File: src/rtl/mont_pe_row.sv
module mont_pe_row #(
  parameter int W = 16,
  parameter int E = 8,
  parameter int N = 4
) (
  input  logic                   clk,
  input  logic                   rst_n,
  input  logic                   start,
  output logic [$clog2(E)-1:0]   op_addr,
  input  logic [W-1:0]           y_word,
  input  logic [W-1:0]           m_word,
  output logic                   x_rd,
  output logic [$clog2(E*W)-1:0] x_idx,
  input  logic                   x_bit,
  output logic                   res_we,
  output logic [$clog2(E)-1:0]   res_addr,
  output logic [W-1:0]           res_data,
  output logic                   done
);
  localparam int K  = E * W;
  localparam int P  = K / N;
  localparam int AW = $clog2(E);
  localparam int XW = $clog2(K);
  localparam int PW = (P > 1) ? $clog2(P) : 1;

  logic          run;
  logic [PW-1:0] pass;
  logic [AW-1:0] word;
  logic          feed_last;

  assign feed_last = (pass == PW'(P - 1)) && (word == AW'(E - 1));

  always_ff @(posedge clk or negedge rst_n) begin
    if (!rst_n) begin
      run  <= 1'b0;
      pass <= '0;
      word <= '0;
    end else if (!run) begin
      if (start) begin
        run  <= 1'b1;
        pass <= '0;
        word <= '0;
      end
    end else begin
      word <= (word == AW'(E - 1)) ? '0 : word + 1'b1;
      if (word == AW'(E - 1)) pass <= pass + 1'b1;
      if (feed_last) run <= 1'b0;
    end
  end

  assign op_addr = word;
  assign x_rd    = run && !word[0] && ((word >> 1) < AW'(N));
  assign x_idx   = XW'(pass) * XW'(N) + XW'(word >> 1);

  logic          v_i   [0:N];
  logic          lst_i [0:N];
  logic [AW-1:0] ix_i  [0:N];
  logic [W-1:0]  y_i   [0:N-1];
  logic [W-1:0]  m_i   [0:N-1];
  logic [W-1:0]  s_i   [0:N-1];
  logic [W-1:0]  s_o   [0:N-1];

  logic [W-1:0] smem [0:E-1];
  logic [W-1:0] s_rd;

  assign s_rd = (v_i[N] && ix_i[N] == word) ? s_o[N-1] : smem[word];

  always_ff @(posedge clk)
    if (v_i[N]) smem[ix_i[N]] <= s_o[N-1];

  assign v_i[0]   = run;
  assign lst_i[0] = (pass == PW'(P - 1));
  assign ix_i[0]  = word;
  assign y_i[0]   = y_word;
  assign m_i[0]   = m_word;
  assign s_i[0]   = (pass == '0) ? '0 : s_rd;

  for (genvar k = 0; k < N; k++) begin : gen_stage
    logic           w0, xc, qn;
    logic [W+1:0]   t0, t;
    logic [W-1:0]   hold;
    logic [1:0]     cy;
    logic           q, xr;
    logic           va, vb, la, lb;
    logic [AW-1:0]  ia, ib;

    assign w0 = v_i[k] && (ix_i[k] == '0);
    assign xc = (ix_i[k] == '0) ? x_bit : xr;
    assign t0 = {2'b00, s_i[k]} + (xc ? {2'b00, y_i[k]} : '0);
    assign qn = w0 ? t0[0] : q;
    assign t  = t0 + (qn ? {2'b00, m_i[k]} : '0) + (w0 ? '0 : {W'(0), cy});

    always_ff @(posedge clk or negedge rst_n) begin
      if (!rst_n) begin
        hold <= '0;
        cy   <= '0;
        q    <= 1'b0;
        xr   <= 1'b0;
        s_o[k] <= '0;
      end else begin
        if (v_i[k]) begin
          hold <= t[W-1:0];
          cy   <= t[W+1:W];
          q    <= qn;
          if (w0) xr <= x_bit;
        end
        s_o[k] <= (v_i[k] && !w0) ? {t[0], hold[W-1:1]} : {cy[0], hold[W-1:1]};
      end
    end

    always_ff @(posedge clk or negedge rst_n) begin
      if (!rst_n) begin
        va <= 1'b0; vb <= 1'b0;
        la <= 1'b0; lb <= 1'b0;
        ia <= '0;   ib <= '0;
      end else begin
        va <= v_i[k];   vb <= va;
        la <= lst_i[k]; lb <= la;
        ia <= ix_i[k];  ib <= ia;
      end
    end

    assign v_i[k+1]   = vb;
    assign lst_i[k+1] = lb;
    assign ix_i[k+1]  = ib;

    if (k < N - 1) begin : gen_ym
      logic [W-1:0] ya, yb, ma, mb;
      always_ff @(posedge clk) begin
        ya <= y_i[k]; yb <= ya;
        ma <= m_i[k]; mb <= ma;
      end
      assign y_i[k+1] = yb;
      assign m_i[k+1] = mb;
      assign s_i[k+1] = s_o[k];
    end

    AST_NO_OVERFLOW: assert property (@(posedge clk) disable iff (!rst_n)
      (v_i[k] && ix_i[k] == AW'(E - 1)) |=> (cy[1] == 1'b0));
  end

  assign res_we   = v_i[N] && lst_i[N];
  assign res_addr = ix_i[N];
  assign res_data = s_o[N-1];

  always_ff @(posedge clk or negedge rst_n)
    if (!rst_n) done <= 1'b0;
    else        done <= res_we && (res_addr == AW'(E - 1));

  AST_DONE_PULSE: assert property (@(posedge clk) disable iff (!rst_n)
    done |=> !done);

  AST_DONE_AFTER_TOP: assert property (@(posedge clk) disable iff (!rst_n)
    done |-> $past(res_we && res_addr == AW'(E - 1)));

  AST_START_IGNORED: assert property (@(posedge clk) disable iff (!rst_n)
    (run && start && word != AW'(E - 1)) |=> (run && word == $past(word) + 1'b1));

  AST_XIDX_STEP: assert property (@(posedge clk) disable iff (!rst_n)
    (x_rd && $past(x_rd, 2)) |-> (x_idx == $past(x_idx, 2) + 1'b1));

  AST_IDLE_NO_REQ: assert property (@(posedge clk) disable iff (!rst_n)
    (!run) |-> !x_rd);
endmodule

File: config.mk
export PLATFORM = sky130hd
export DESIGN_NAME = mont_pe_row
export DESIGN_NICKNAME = d
export VERILOG_FILES = /design/src/rtl/mont_pe_row.sv
export SDC_FILE = /design/constraint.sdc
export NUM_CORES = 1
export LEC_CHECK = 0
export ABC_AREA = 1
export CELL_PAD_IN_SITES_DETAIL_PLACEMENT = 1
export CELL_PAD_IN_SITES_GLOBAL_PLACEMENT = 1
export CORE_ASPECT_RATIO = 1.75
export CORE_MARGIN = 3
export CORE_UTILIZATION = 48
export DETAILED_ROUTE_END_ITERATION = 7
export HOLD_SLACK_MARGIN = 0.06
export PLACE_DENSITY_LB_ADDON = 0.1
export SYNTH_ARGS = -nofsm -noshare
export SYNTH_HDL_FRONTEND = slang
export SYNTH_SLANG_ARGS = --single-unit
File: constraint.sdc
create_clock -name clk -period 5.2 [get_ports clk]
set_clock_uncertainty 0.05 [all_clocks]
set_input_delay 1.04 -clock clk [delete_from_list [all_inputs] [get_ports clk]]
set_output_delay 1.04 -clock clk [all_outputs]
set_load 0.02 [all_outputs]
* Word-level counts from Yosys, hierarchy flattened *
Memories as Yosys holds them, arrays and structs flattened.
Cells that the tools add are included.

cells by class
  muxes and demuxes = 37
  order comparisons = 1
  equality and inequality tests = 5
  $add $sub $neg = 15
  reductions and logical operators = 30

operators by type and width
  cell                   count
  $mux W16               14
  $add A17 B16 Y18       4
  $add A18 B2 Y18        4
  $add A16 B16 Y17       4
  $mux W5                3
  $logic_and A1 B1 Y1    14
  $mux W1                13
  $logic_not A3 Y1       4
  $reduce_and A2 Y1      5
  $mux W3                3
  $mux W2                4
  $add A7 B2 Y7          1
  $eq A3 B3 Y1 const B   2
  $add A5 B1 Y5 const B  1
  $eq A5 B5 Y1 const B   1
  $logic_not A1 Y1       5
  $logic_not A5 Y1       1
  $add A3 B1 Y3 const B  1
  $eq A3 B3 Y1           1
  $lt A2 B3 Y1 const B   1
  $ne A2 B1 Y1 const B   1
  $reduce_bool A2 Y1     1

word-level totals
  RAM bits = 128
  bits in registers = 386
  word-level logic and storage cells = 149
  bits of input ports = 36
  memories = 1
  output and inout bits = 32

memory list
  name  depth  width  rd ports  clocked after Yosys merged registers in  write ports  line  source
  smem  8      16     1         0                                        1            63    logic [W-1:0] smem [0:E-1];

* Longest topological paths before layout *
  depth after elaboration = 10
  gate-level depth with buffers = 31
  mapped depth without buffers = 28

* Worst setup path after synthesis *
Ideal clock, no wire load.

  kind = register to register
  start point = register word[1] (netlist: op_addr[1])
  end point = register gen_stage[0].hold[7]
  clock period less this slack = 4.416 ns
  setup slack = 0.784 ns
  cell stages (with the launch flop) = 27
  library setup time = 0.118 ns
  data required time = 5.032 ns
  buffers on the path = 4
  data arrival time = 4.248 ns
  cell sequence = dfrtp_1 -> buf_2 -> clkinv_2 -> buf_2 -> ha_1 -> nand2_2 -> nand2_1 -> o21a_1 -> inv_2 -> buf_6 -> nor2_1 -> ha_1 -> inv_1 -> o21ai_2 -> inv_2 -> buf_6 -> nor2_1 -> fa_1 -> ha_1 -> fa_1 -> nand2_1 -> nand2_1 -> nand3_1 -> nand2_1 -> or2_2 -> nand3_1 -> nand2_1

between the ends
  longest elaborated chain between the ends = 9
  elaborated cells on any way between the ends = 15
  those cells by class = 3 x add/sub; 1 x eq/ne; 7 x mux; 3 x reduce/logical; 1 x memory

RTL lines
  element                                                                   line  source
  start: declaration                                                        28    logic [AW-1:0] word;
  start signal: assignment                                                  45    word <= (word == AW'(E - 1)) ? '0 : word + 1'b1;
  parallel branches: the longest is 8 deep, another holds $add A17 B16 Y18  --
  $add A18 B2 Y18 *                                                         91    assign t = t0 + (qn ? {2'b00, m_i[k]} : '0) + (w0 ? '0 : {W'(0), cy});
  end signal: assignment                                                    102   hold <= t[W-1:0];
  end: declaration                                                          81    logic [W-1:0] hold;

Every way passes the cells marked *.
A chain may end at the register's enable or synchronous reset.

* Worst setup path in the final report *
  start point = input x_bit
  end point = register gen_stage[2].hold[13]

between the ends
  longest elaborated chain between the ends = 7

RTL lines
  element                 line  source
  start: declaration      14    input logic x_bit,
  $mux W1 *               88    assign xc = (ix_i[k] == '0) ? x_bit : xr;
  $mux W16 *              89    assign t0 = {2'b00, s_i[k]} + (xc ? {2'b00, y_i[k]} : '0);
  $add A16 B16 Y17 *      89
  $mux W1                 90    assign qn = w0 ? t0[0] : q;
  $mux W16                91
  $add A17 B16 Y18 *      91
  $add A18 B2 Y18 *       91
  end signal: assignment  102
  end: declaration        81

Every way passes the cells marked *; elsewhere a longest branch is shown, timed or not.

==> results.py <==
metrics = {
    "hold_path": {
        "hp-class": "reg2reg",
        "whs_path_depth": 0,
        "min_to": "gen_stage[2].gen_ym.yb[6]$_DFF_P_",
        "min_from": "gen_stage[2].gen_ym.ya[6]$_DFF_P_",
    },
    "critical_path": {
        "path_class": "in2reg",
        "crit_fanout": 5,
        "r2r_end": "gen_stage[0].cy[0]$_DFFE_PN0P_",
        "worst_setup_path_end_kind": "flop",
        "rr_startpoint": "op_addr[0]$_DFFE_PN0P_",
        "crit_arrival_ps": 5280,
        "regToRegSetupSlack_ps": 430,
        "worstPathRequired_ps": 5630,
        "start_kind": "input port",
        "rr_worst_depth": 28,
    },
    "logic_synthesis": {
        "synth_area_per_cell_um2": 8.66,
        "synth_area_leaders": "dfrtp_1, dfxtp_1, edfxtp_1, nand2_1, ha_1",
        "synthArstFlopShare": 0.373,
        "ys_types": 42,
        "synth_top_area_frac": 0.197,
        "synth_edf_count": 128,
        "synthesis.area_mm2": 0.0242,
        "yosys_most_used_dff": "dfxtp_1",
        "yosys_warnings": 0,
        "syn_inst": 2793,
        "synthesis.nets": 3035,
        "yosys_register_bits": 510,
        "yosysSeqAreaShare": 0.515,
        "yosys.area.top_type": "dfrtp_1",
    },
    "finish": {
        "drive_above_1_share": 0.0599,
        "num_antenna_cells": 0,
        "area.sequential_mm2": 0.0124,
        "fillers": 5968,
        "fin_nets": 3156,
        "areaGrowthSynthToFinish_pct": 13.8,
        "multiInputGateArea_mm2": 0.00992,
    },
    "cts": {
        "cts_resized": 0,
        "clk_pin_slew_ps": 70,
        "cts_setup_buffers": 0,
        "numCtsBuffers": 48,
        "cts.root.buffer_cell": "clkbuf_16",
        "cts_tree": "built",
        "postCtsHoldBufs": 0,
        "cts_max_level": 2,
        "clock-sinks": 510,
        "clk_latency_ps": 600,
        "cts.path.max_buffers": 3,
    },
    "sta": {
        "maxSlewViolCount": 0,
        "setup_violations": 0,
        "period_share": 0.934,
        "min_period_ps": 4850,
        "timing_hold_violations_final": 0,
        "worst_pin_slew_ps": 871,
        "final.setup.tns_ps": 0,
        "holdWs_ps": 255,
        "setup_slack_ps": 345,
        "grt_setup_unrepaired": "no",
        "max_freq_mhz": 206,
        "timing.slew.headroom": 0.419,
    },
    "global_routing": {
        "grt_pass1_wl_um": 118000,
        "antenna_found_initial": 0,
        "grt_max_degree": 82,
        "overflow": 0,
        "grt_pass1_vias": 21400,
        "grt.total_usage": 0.287,
    },
    "place": {
        "io_buffers": 67,
        "place_congestion": 0.904,
        "pre_cts_slack_ps": -210,
        "dp_hpwl_um": 56800,
    },
    "floorplan": {
        "rows": 108,
        "die-area_mm2": 0.0532,
        "ios": 68,
        "fp.coreArea_mm2": 0.0497,
        "fp.dieH_um": 303,
        "start_util": 0.486,
        "fp.dieW_um": 176,
    },
    "outcome": {
        "run_status": "finished clean",
    },
    "detailed_routing": {
        "wl_per_cell_um": 20.9,
        "drc_errors": 0,
        "first_pass_iters": 5,
        "routed-via-count": 19100,
        "ant_nets": 0,
        "totalWireLength_um": 75400,
        "vias_per_cell": 5.29,
        "drtIter0Drc": 829,
    },
    "flow_run": {
        "cap_violations": 0,
    },
}
worst max-delay path by stage:
stage / start / end / cells after the start
CTS: op_addr[0]$_DFFE_PN0P_ / gen_stage[0].hold[13]$_DFFE_PN0P_ / 26
global placement: x_bit / gen_stage[2].hold[13]$_DFFE_PN0P_ / 24
floorplan: op_addr[1]$_DFFE_PN0P_ / gen_stage[0].hold[7]$_DFFE_PN0P_ / 26
global route: op_addr[0]$_DFFE_PN0P_ / gen_stage[0].hold[13]$_DFFE_PN0P_ / 26
finish: x_bit / gen_stage[2].hold[13]$_DFFE_PN0P_ / 24
detailed placement: x_bit / gen_stage[2].hold[13]$_DFFE_PN0P_ / 24
cells by family after synthesis:
group,share of synthesized area
XOR/XNOR,0.0145
flip-flops,0.515
buffers and inverters,0.0753
adder cells (fa/ha/maj),0.112
AO/OA/AOI/OAI,0.0615
multiplexers,0.00140
AND/OR/NAND/NOR,0.221
Yosys cell counts, types with 7 or more instances:
library cell and number:
nor3_1 24, nand3_1 162, dfrtp_1 190, a21oi_1 156
a21o_1 9, clkbuf_1 13, nand3b_1 16, buf_2 24
xnor2_1 11, nor2_1 258, ha_1 190, xor2_1 29
a31oi_1 15, edfxtp_1 128, fa_1 16, dfxtp_1 192
nand2_1 791, o21ai_0 70, o21ai_2 7, inv_1 400
buf_4 7, nand4_1 18
per-layer routing:
layer	global-route usage	vias to the layer above	part of all wire
met5	0	-	0
met4	0.173	0	0.071
met3	0.0263	182	0.026
met2	0.551	362	0.54
met1	0.299	9460	0.36
li1	-	9127	-
state kept, by name (all words and copies together) (netlist names), 5 cells and up:
| register | count |
|---|---|
| gen_stage.gen_ym.ya | 48 |
| gen_stage.hold | 60 |
| gen_stage.gen_ym.yb | 48 |
| smem | 128 |
| gen_stage.gen_ym.mb | 48 |
| gen_stage.ia | 12 |
| gen_stage.gen_ym.ma | 48 |
| gen_stage.ib | 9 |
| gen_stage.cy | 8 |
| res_data | 16 |
| pass | 5 |
| s_i | 48 |
cell usage in the layout (no fill, tap or decap), types with 7 or more instances in the layout:
master             n
dfxtp_1          192
a31oi_1           15
xnor2_1           11
a21oi_1          154
inv_1            400
clkdlybuf4s50_1   66
clkinv_2           9
xor2_1            29
nand3b_1          16
clkbuf_1          11
fa_1              16
nor2_1           257
dfrtp_1          185
nand3_1          162
nand4_1           18
a21o_1             9
nor3_1            24
edfxtp_1         128
o21ai_2            7
buf_4             49
o21ai_0           70
clkbuf_16         51
ha_1             190
nand2_1          791
critical path: stages:
cell and delay (ps):
clkdlybuf4s50_1 530, inv_1 140, nand2_1 100, o21a_1 140, inv_1 80, nor2_1 130, ha_1 210, inv_1 80
fa_1 460, o21ai_2 230, nand4_1 200, nand3_1 190, nand2_1 70, inv_1 50, nor2_1 30, ha_1 290
ha_1 430, nand2_1 170, nor2_1 170, nand3_1 120, nand3_1 120, nand2_1 70, nand3_1 130, nand2_1 80
final cells by class:
| cell class | count | share of cell area |
|---|---|---|
| clock buffers | 64 | 0.0485 |
| clock inverters | 26 | 0.0107 |
| inverters | 405 | 0.0555 |
| multi-input cells | 1826 | 0.361 |
| flip-flops and latches | 510 | 0.452 |
| well taps | 660 | 0.0300 |
| repair buffers | 123 | 0.0425 |
per-stage QoR:
stage	instance area (um2)	util	cells
detailed placement	25800	0.520	3523
CTS	27500	0.552	3613
global placement	25800	0.520	3523
floorplan	24200	-	2793
finish	27500	0.553	3614
global route	27500	0.553	3614
Power is left out: the tool's default activity adds up to more than one toggle a clock period on the data nets, which glitch-free logic cannot reach.
